===== src/rtl/wdg_pkg.sv =====
package wdg_pkg;
  localparam int unsigned BUS_AW = 4;
  localparam int unsigned BUS_DW = 32;

  // word index = addr[3:2]
  localparam logic [1:0] IDX_CTRL = 2'd0;
  localparam logic [1:0] IDX_CFG  = 2'd1;
  localparam logic [1:0] IDX_STAT = 2'd2;

  localparam int unsigned CFG_SEL_LSB = 8;
  localparam int unsigned CFG_IE_BIT  = 12;
  localparam int unsigned STAT_FLAG_BIT = 0;

  typedef struct packed {
    logic ctrl;
    logic cfg;
    logic stat;
  } wdg_we_t;
endpackage


===== src/rtl/wdg_tick_gen.sv =====
module wdg_tick_gen #(
  parameter int unsigned PREDIV = 4096,
  parameter int unsigned SEL_W  = 3
) (
  input  logic             clk_i,
  input  logic             rst_ni,
  input  logic [SEL_W-1:0] sel_i,
  output logic             tick_o
);
  localparam int unsigned PD_W   = $clog2(PREDIV);
  localparam int unsigned MAX_SH = (1 << SEL_W) - 1;
  localparam int unsigned DIV_W  = PD_W + MAX_SH;

  logic [DIV_W-1:0] div_q;
  logic [DIV_W-1:0] mask;

  // free-running: wrap period is a multiple of every selectable period
  always_ff @(posedge clk_i or negedge rst_ni) begin
    if (!rst_ni) div_q <= '0;
    else         div_q <= div_q + 1'b1;
  end

  always_comb begin
    int unsigned sh;
    sh   = PD_W + int'(sel_i);
    mask = ~({DIV_W{1'b1}} << sh);
  end

  assign tick_o = ((div_q & mask) == mask);
endmodule


===== src/rtl/wdg_down_cnt.sv =====
module wdg_down_cnt #(
  parameter int unsigned CNT_W = 7
) (
  input  logic             clk_i,
  input  logic             rst_ni,
  input  logic             tick_i,
  input  logic             ld_i,
  input  logic [CNT_W-1:0] ld_val_i,
  input  logic             ld_arm_i,
  input  logic [CNT_W-1:0] win_i,
  output logic [CNT_W-1:0] cnt_o,
  output logic             arm_o,
  output logic             rst_req_o,
  output logic             warn_set_o
);
  localparam logic [CNT_W-1:0] THRESH = CNT_W'(1) << (CNT_W - 1);
  localparam logic [CNT_W-1:0] PRE_TH = THRESH + 1'b1;

  logic [CNT_W-1:0] cnt_q, cnt_d;
  logic arm_q, arm_eff;
  logic req_q, early_ld, low_ld, roll;

  assign arm_eff  = arm_q | (ld_i & ld_arm_i);
  assign early_ld = ld_i & arm_q & (cnt_q > win_i);
  assign low_ld   = ld_i & arm_eff & ~ld_val_i[CNT_W-1];
  assign roll     = tick_i & ~ld_i & arm_q & (cnt_q == THRESH);
  assign warn_set_o = tick_i & ~ld_i & (cnt_q == PRE_TH);

  always_comb begin
    cnt_d = cnt_q;
    if (ld_i)        cnt_d = ld_val_i;
    else if (tick_i) cnt_d = cnt_q - 1'b1;
  end

  always_ff @(posedge clk_i or negedge rst_ni) begin
    if (!rst_ni) begin
      cnt_q <= '1;
      arm_q <= 1'b0;
      req_q <= 1'b0;
    end else begin
      cnt_q <= cnt_d;
      arm_q <= arm_eff;
      req_q <= early_ld | low_ld | roll;
    end
  end

  assign cnt_o     = cnt_q;
  assign arm_o     = arm_q;
  assign rst_req_o = req_q;
endmodule


===== src/rtl/wdg_regs.sv =====
module wdg_regs
  import wdg_pkg::*;
#(
  parameter int unsigned CNT_W = 7,
  parameter int unsigned SEL_W = 3
) (
  input  logic              clk_i,
  input  logic              rst_ni,
  input  logic              wr_i,
  input  logic [BUS_AW-1:0] addr_i,
  input  logic [BUS_DW-1:0] wdata_i,
  input  logic [CNT_W-1:0]  cnt_i,
  input  logic              arm_i,
  input  logic              warn_set_i,
  output logic              ld_o,
  output logic [CNT_W-1:0]  ld_val_o,
  output logic              ld_arm_o,
  output logic [CNT_W-1:0]  win_o,
  output logic [SEL_W-1:0]  sel_o,
  output logic              ie_o,
  output logic              flag_o,
  output logic [BUS_DW-1:0] rdata_o
);
  wdg_we_t we;
  logic [CNT_W-1:0] win_q;
  logic [SEL_W-1:0] sel_q;
  logic ie_q, flag_q, flag_d;
  logic unused_bits;

  assign we.ctrl = wr_i & (addr_i[3:2] == IDX_CTRL);
  assign we.cfg  = wr_i & (addr_i[3:2] == IDX_CFG);
  assign we.stat = wr_i & (addr_i[3:2] == IDX_STAT);

  assign ld_o     = we.ctrl;
  assign ld_val_o = wdata_i[CNT_W-1:0];
  assign ld_arm_o = wdata_i[CNT_W];

  always_comb begin
    flag_d = flag_q;
    if (warn_set_i)                         flag_d = 1'b1;
    else if (we.stat && !wdata_i[STAT_FLAG_BIT]) flag_d = 1'b0;
  end

  always_ff @(posedge clk_i or negedge rst_ni) begin
    if (!rst_ni) begin
      win_q  <= '1;
      sel_q  <= '0;
      ie_q   <= 1'b0;
      flag_q <= 1'b0;
    end else begin
      flag_q <= flag_d;
      if (we.cfg) begin
        win_q <= wdata_i[CNT_W-1:0];
        sel_q <= wdata_i[CFG_SEL_LSB +: SEL_W];
        ie_q  <= ie_q | wdata_i[CFG_IE_BIT];
      end
    end
  end

  always_comb begin
    rdata_o = '0;
    unique case (addr_i[3:2])
      IDX_CTRL: begin
        rdata_o[CNT_W-1:0] = cnt_i;
        rdata_o[CNT_W]     = arm_i;
      end
      IDX_CFG: begin
        rdata_o[CNT_W-1:0]              = win_q;
        rdata_o[CFG_SEL_LSB +: SEL_W]   = sel_q;
        rdata_o[CFG_IE_BIT]             = ie_q;
      end
      IDX_STAT: rdata_o[STAT_FLAG_BIT] = flag_q;
      default:  rdata_o = '0;
    endcase
  end

  assign unused_bits = ^{addr_i[1:0], wdata_i};

  assign win_o  = win_q;
  assign sel_o  = sel_q;
  assign ie_o   = ie_q;
  assign flag_o = flag_q;
endmodule


===== src/rtl/win_watchdog.sv =====
module win_watchdog
  import wdg_pkg::*;
#(
  parameter int unsigned PREDIV = 4096,
  parameter int unsigned CNT_W  = 7,
  parameter int unsigned SEL_W  = 3
) (
  input  logic        clk_i,
  input  logic        rst_ni,
  input  logic        bus_wr_i,
  input  logic [3:0]  bus_addr_i,
  input  logic [31:0] bus_wdata_i,
  output logic [31:0] bus_rdata_o,
  output logic        wdg_rst_o,
  output logic        warn_irq_o
);
  logic             tick;
  logic             ld, ld_arm, warn_set;
  logic [CNT_W-1:0] ld_val, cnt, win;
  logic [SEL_W-1:0] sel;
  logic             arm, ie, flag;

  wdg_tick_gen #(.PREDIV(PREDIV), .SEL_W(SEL_W)) u_tick (
    .clk_i (clk_i),
    .rst_ni(rst_ni),
    .sel_i (sel),
    .tick_o(tick)
  );

  wdg_down_cnt #(.CNT_W(CNT_W)) u_cnt (
    .clk_i     (clk_i),
    .rst_ni    (rst_ni),
    .tick_i    (tick),
    .ld_i      (ld),
    .ld_val_i  (ld_val),
    .ld_arm_i  (ld_arm),
    .win_i     (win),
    .cnt_o     (cnt),
    .arm_o     (arm),
    .rst_req_o (wdg_rst_o),
    .warn_set_o(warn_set)
  );

  wdg_regs #(.CNT_W(CNT_W), .SEL_W(SEL_W)) u_regs (
    .clk_i     (clk_i),
    .rst_ni    (rst_ni),
    .wr_i      (bus_wr_i),
    .addr_i    (bus_addr_i),
    .wdata_i   (bus_wdata_i),
    .cnt_i     (cnt),
    .arm_i     (arm),
    .warn_set_i(warn_set),
    .ld_o      (ld),
    .ld_val_o  (ld_val),
    .ld_arm_o  (ld_arm),
    .win_o     (win),
    .sel_o     (sel),
    .ie_o      (ie),
    .flag_o    (flag),
    .rdata_o   (bus_rdata_o)
  );

  assign warn_irq_o = ie & flag;
endmodule


===== config.mk =====
export PLATFORM = sky130hd
export DESIGN_NAME = win_watchdog
export DESIGN_NICKNAME = d
export VERILOG_FILES = /design/src/rtl/wdg_pkg.sv /design/src/rtl/wdg_tick_gen.sv /design/src/rtl/wdg_down_cnt.sv /design/src/rtl/wdg_regs.sv /design/src/rtl/win_watchdog.sv
export SDC_FILE = /design/constraint.sdc
export NUM_CORES = 1
export LEC_CHECK = 0
export CAP_MARGIN = 20
export CORE_ASPECT_RATIO = 1.75
export CORE_MARGIN = 1
export CORE_UTILIZATION = 52
export CTS_BUF_LIST = sky130_fd_sc_hd__clkbuf_2 sky130_fd_sc_hd__clkbuf_4 sky130_fd_sc_hd__clkbuf_8
export DETAILED_ROUTE_END_ITERATION = 6
export PLACE_DENSITY_LB_ADDON = 0.3
export SETUP_SLACK_MARGIN = 0.5
export SKIP_LAST_GASP = 1
export SYNTH_ARGS = -nofsm -noshare
export SYNTH_HDL_FRONTEND = slang
export SYNTH_SLANG_ARGS = --single-unit

===== constraint.sdc =====
create_clock -name clk_i -period 3.8 [get_ports clk_i]
set_clock_uncertainty 0.2 [all_clocks]
set_input_delay 0.76 -clock clk_i [delete_from_list [all_inputs] [get_ports clk_i]]
set_output_delay 0.76 -clock clk_i [all_outputs]
set_load 0.1 [all_outputs]

After elaboration in Yosys (flattened, before gate mapping):

Index checks and enable logic that the tools add are counted.

* input bits: 39
* register bits after elaboration: 40
* word-level logic and storage cells: 53

* multiplexer cells: 9
* magnitude comparators: 1
* reductions and logical operators: 5
* eq/ne operators: 5
* bitwise logic cells: 21
* shift-type cells: 1
* add/sub/neg operators: 3

Operators with widths (count)
* $shl 19x32->19 const A: 1
* $add 19x1->19 const B: 1
* $and 19x19->19: 1
* $eq 19x19->1: 1
* $not 19->19: 1
* $eq 7x7->1 const B: 2
* $mux 7: 2
* $and 1x1->1: 13
* $pmux 6 s2: 1
* $gt 7x7->1: 1
* $sub 7x1->7 const B: 1
* $add 4x3->5 const A: 1
* $mux 1: 4
* $or 1x1->1: 4
* $reduce_bool 2->1: 2
* $mux 3: 1
* $pmux 1 s3: 1
* $eq 2x1->1 const B: 1
* $eq 2x2->1 const B: 1
* $logic_not 2->1: 1
* $not 1->1: 2
* $logic_and 1x1->1: 1
* $logic_not 1->1: 1

Longest topological paths before layout:

* word-level depth: 9
* depth in mapped cells: 7

Cells and area by module:

Synthesis repeated with hierarchy kept, for this count alone.

* cell total of the unflattened synthesis: 236
* area, all modules: 2472.4 um2

By module, submodules not included
* wdg_tick_gen: cells an instance 80, area each 912.1 um2, times used 1
* wdg_regs: cells an instance 80, area each 882.1 um2, times used 1
* wdg_down_cnt: cells an instance 75, area each 671.9 um2, times used 1
* win_watchdog: cells an instance 1, area each 6.3 um2, times used 1

Least setup slack after synthesis:

OpenSTA, ideal clock, no wires.

* path type: input to output
* start point: in bus_addr_i[3]
* end point: out bus_rdata_o[0]
* data required time: 2.840 ns
* arrival: 3.246 ns
* stages on the path: 3
* path slack: -0.406 ns
* buffers on the path: 1
* cells stage by stage: clkbuf_1 > mux2i_1 > o21ai_0

* cells in the longest elaborated chain, start to end: 2
* elaborated cells on any way between the ends: 4
* those cells by class: eq/ne: 2; mux: 1; reduce/logical: 1

Ends and longest elaborated chain
* start, declared: RTL line win_watchdog.sv:11 `input logic [3:0] bus_addr_i,`
* $eq 2x2->1 (tied with other cells): RTL line wdg_regs.sv:62 `unique case (addr_i[3:2])`
* $pmux 1 s3 *: RTL line wdg_regs.sv:62
* end, declared: RTL line win_watchdog.sv:13 `output logic [31:0] bus_rdata_o,`

Every way passes the cells marked *; elsewhere a longest branch is shown, timed or not.

Worst setup path after layout:

* start point: in bus_addr_i[2]
* end point: out bus_rdata_o[0]

Same word-level chain as after synthesis.

==> flow_metrics.tcl <==
set metrics [dict create \
    status "complete, no violations" \
    routed_via_density 5.43 \
    slew_violations 0 \
    worstMarginPinSlew_ns 0.961 \
    cts_sinks 40 \
    post_dp_cell_area_sq_um 2770 \
    clk_latency_ns 0.30 \
    rsz0062_at_grt "false" \
    yosysSeqAreaShare_pct 42.7 \
    yosys.cell_types.count 46 \
    synth_warnings 0 \
    drt_iter0_drc 39 \
    rows 32 \
    critPathSlowestCell "clkdlybuf4s50_1" \
    max_slew_margin_pct 35.7 \
    crit_type "in -> out" \
    dp_hpwl_um 3470 \
    final_area_sq_um 2880 \
    holdWs_ns 0.272 \
    max_freq_mhz 320 \
    drt-total-wl_um 4680 \
    die_w_um 53.2 \
    grt_pass1_wl_um 7780 \
    grtUsageTotal_pct 22.0 \
    final_cell_mix "dfrtp_1 (26), nor2_1 (23), conb_1 (20), clkdlybuf4s50_1 (16), dfstp_2 (14)" \
    fin_crit_ns 3.12 \
    path_max_fanout 7 \
    cts.hold.buffers_added 0 \
    arrival_ns 2.16 \
    cts_made_buffers 5 \
    grt.overflow.total 0 \
    synthArstFlopShare_pct 100 \
    powerDensity_nw_per_um2 451 \
    grt_max_degree 41 \
    finalNetCount 321 \
    post-cts-setup-buffer-count 0 \
    syn_to_final_growth_pct 20.9 \
    rrSetupSlack_ns 1.56 \
    cts_root_buf "clkbuf_8" \
    die-area_sq_um 4870 \
    drc_errors 0 \
    crit_path_start_kind "input port" \
    setup_tns_ns 0 \
    ys_ff_latch 40 \
    synth_edf_count 0 \
    cts_buffer_depth 2 \
    final_common_cell "dfrtp_1" \
    grt_pass1_vias 1696 \
    postSynthAreaPerCell_sq_um 10.1 \
    place_inst 315 \
    routedWlPerCell_um 14.5 \
    met2_usage_pct 39.8 \
    path_cells "clkdlybuf4s50_1 -> nor2b_1 -> nand2_1 -> o21ai_1 -> buf_12" \
    dr.pass1.iters 4 \
    post-route-util_pct 65.5 \
    start_util_pct 54.1 \
    cts_tree "yes" \
    post_cts_resized 0 \
    io_pins 73 \
    fin_crit_sh_pct 82.2 \
    globalRouteMet1Util_pct 23.9 \
    setup_viol 0 \
    slowest_delay_ns 0.47 \
    drv_cap 0 \
    num_vias 1754 \
    fp.dieH_um 91.6 \
    finalHoldViolCount 0 \
    irDropWorstVdd_mv 0.332 \
    busiest_layer "met2" \
    use_met3_pct 4.69 \
    num_antenna_cells 0 \
    min_path_type "reg -> reg" \
    h-tree-depth 2 \
    finalNonFillerCells 323 \
    worstPathRequired_ns 2.84 \
    drive_gt1_share_pct 19.5 \
    ys.flop_type "dfrtp_1" \
    cts.clk_slew.worst_paths_ns 0.07 \
    core_area_sq_um 4400 \
    place_congestion 0.821 \
    io_buffer_count 30 \
    crit_path_end_kind "output pin" \
    postRouteAntennaNets 0 \
    netlist_area_sq_um 2380 \
    syn_inst 237 \
    p_leak_uw 0.00131 \
    antenna_found_initial 0 \
]
## state kept, by name, summed over array words and instances (netlist names)
signal,cells
u_tick.div_q,19
u_cnt.cnt_o,7
u_regs.win_o,7
u_regs.sel_o,3
u_cnt.arm_o,1
u_cnt.rst_req_o,1
u_regs.flag_o,1
u_regs.ie_o,1
## report_power, final
group	internal [uW]	switching [uW]
Combinational	139	289
Clock	202	149
Sequential	480	40.6
Total	821	479
## final timing paths
path                       depth (start not counted)              end       startpoint
hold reg to reg                                    1  u_tick.div_q[8]  u_tick.div_q[8]
hold / removal                                     1  u_tick.div_q[8]  u_tick.div_q[8]
max in group asynchronous                          1  u_tick.div_q[7]           rst_ni
setup reg to reg                                   5   u_cnt.cnt_o[3]  u_tick.div_q[9]
setup / recovery                                   5   bus_rdata_o[0]    bus_addr_i[2]
min in group asynchronous                          1      u_regs.ie_o           rst_ni
## per-stage QoR
| stage | total power (uW) | setup WS [ns] |
|---|---|---|
| 2_1_floorplan | 843 | 0.342 |
| 3_3_place_gp | 952 | 0.646 |
| 3_5_place_dp | 957 | 0.621 |
| 4_1_cts | 1310 | 0.627 |
| 5_1_grt | 1360 | 0.565 |
| 6_report | 1300 | 0.676 |
## kinds of logic (layout without fill, tap and decap cells)
| kind of cell | Yosys count | after routing | synth area share (%) |
|---|---|---|---|
| mux | 17 | 17 | 7.66 |
| simple gates | 82 | 82 | 18.6 |
| xor+xnor | 17 | 17 | 6.25 |
| flops | 40 | 40 | 42.7 |
| buf+inv | 38 | 54 | 9.71 |
| compound gates | 31 | 31 | 9.13 |
| fa+ha+maj | 11 | 11 | 5.77 |
| other cells | 1 | 20 | 0.157 |
## per-layer routing
layer,share of wire (%),vias up
met3,2.9,7
met5,0,-
met2,58,36
met4,1.7,0
li1,-,862
met1,37,849
## cell usage after synthesis, types with 4 or more instances
master | instances | area, sq um
dfrtp_1 | 26 | 651
a31oi_1 | 8 | 50.1
o21ai_0 | 6 | 30.0
or4_1 | 4 | 30.0
buf_4 | 20 | 150
ha_1 | 11 | 138
mux2i_1 | 7 | 70.1
nand2_1 | 11 | 41.3
nor2_1 | 23 | 86.3
inv_1 | 13 | 48.8
xnor2_1 | 9 | 78.8
and2_1 | 7 | 43.8
and3_1 | 4 | 25.0
nand3_1 | 9 | 45.0
xor2_1 | 8 | 70.1
mux2_2 | 10 | 113
dfstp_2 | 14 | 368
## worst max-delay path: cells and delay by family
family                 cells  cell delay [ns]
AND/OR/NAND/NOR            2             0.56
buffers and inverters      2             0.68
AO/OA/AOI/OAI              1             0.16
## final cells by class
cell class                 count  area [sq um]
clock buffer                   6          76.3
clock inverter                 2          35.0
fill                         366          1520
inverter                      13          48.8
multi-input combinational    178          1200
sequential                    40          1020
tap                           51          63.8
timing repair buffer          33           435
No activity file was read; power rests on OpenSTA's default activity.
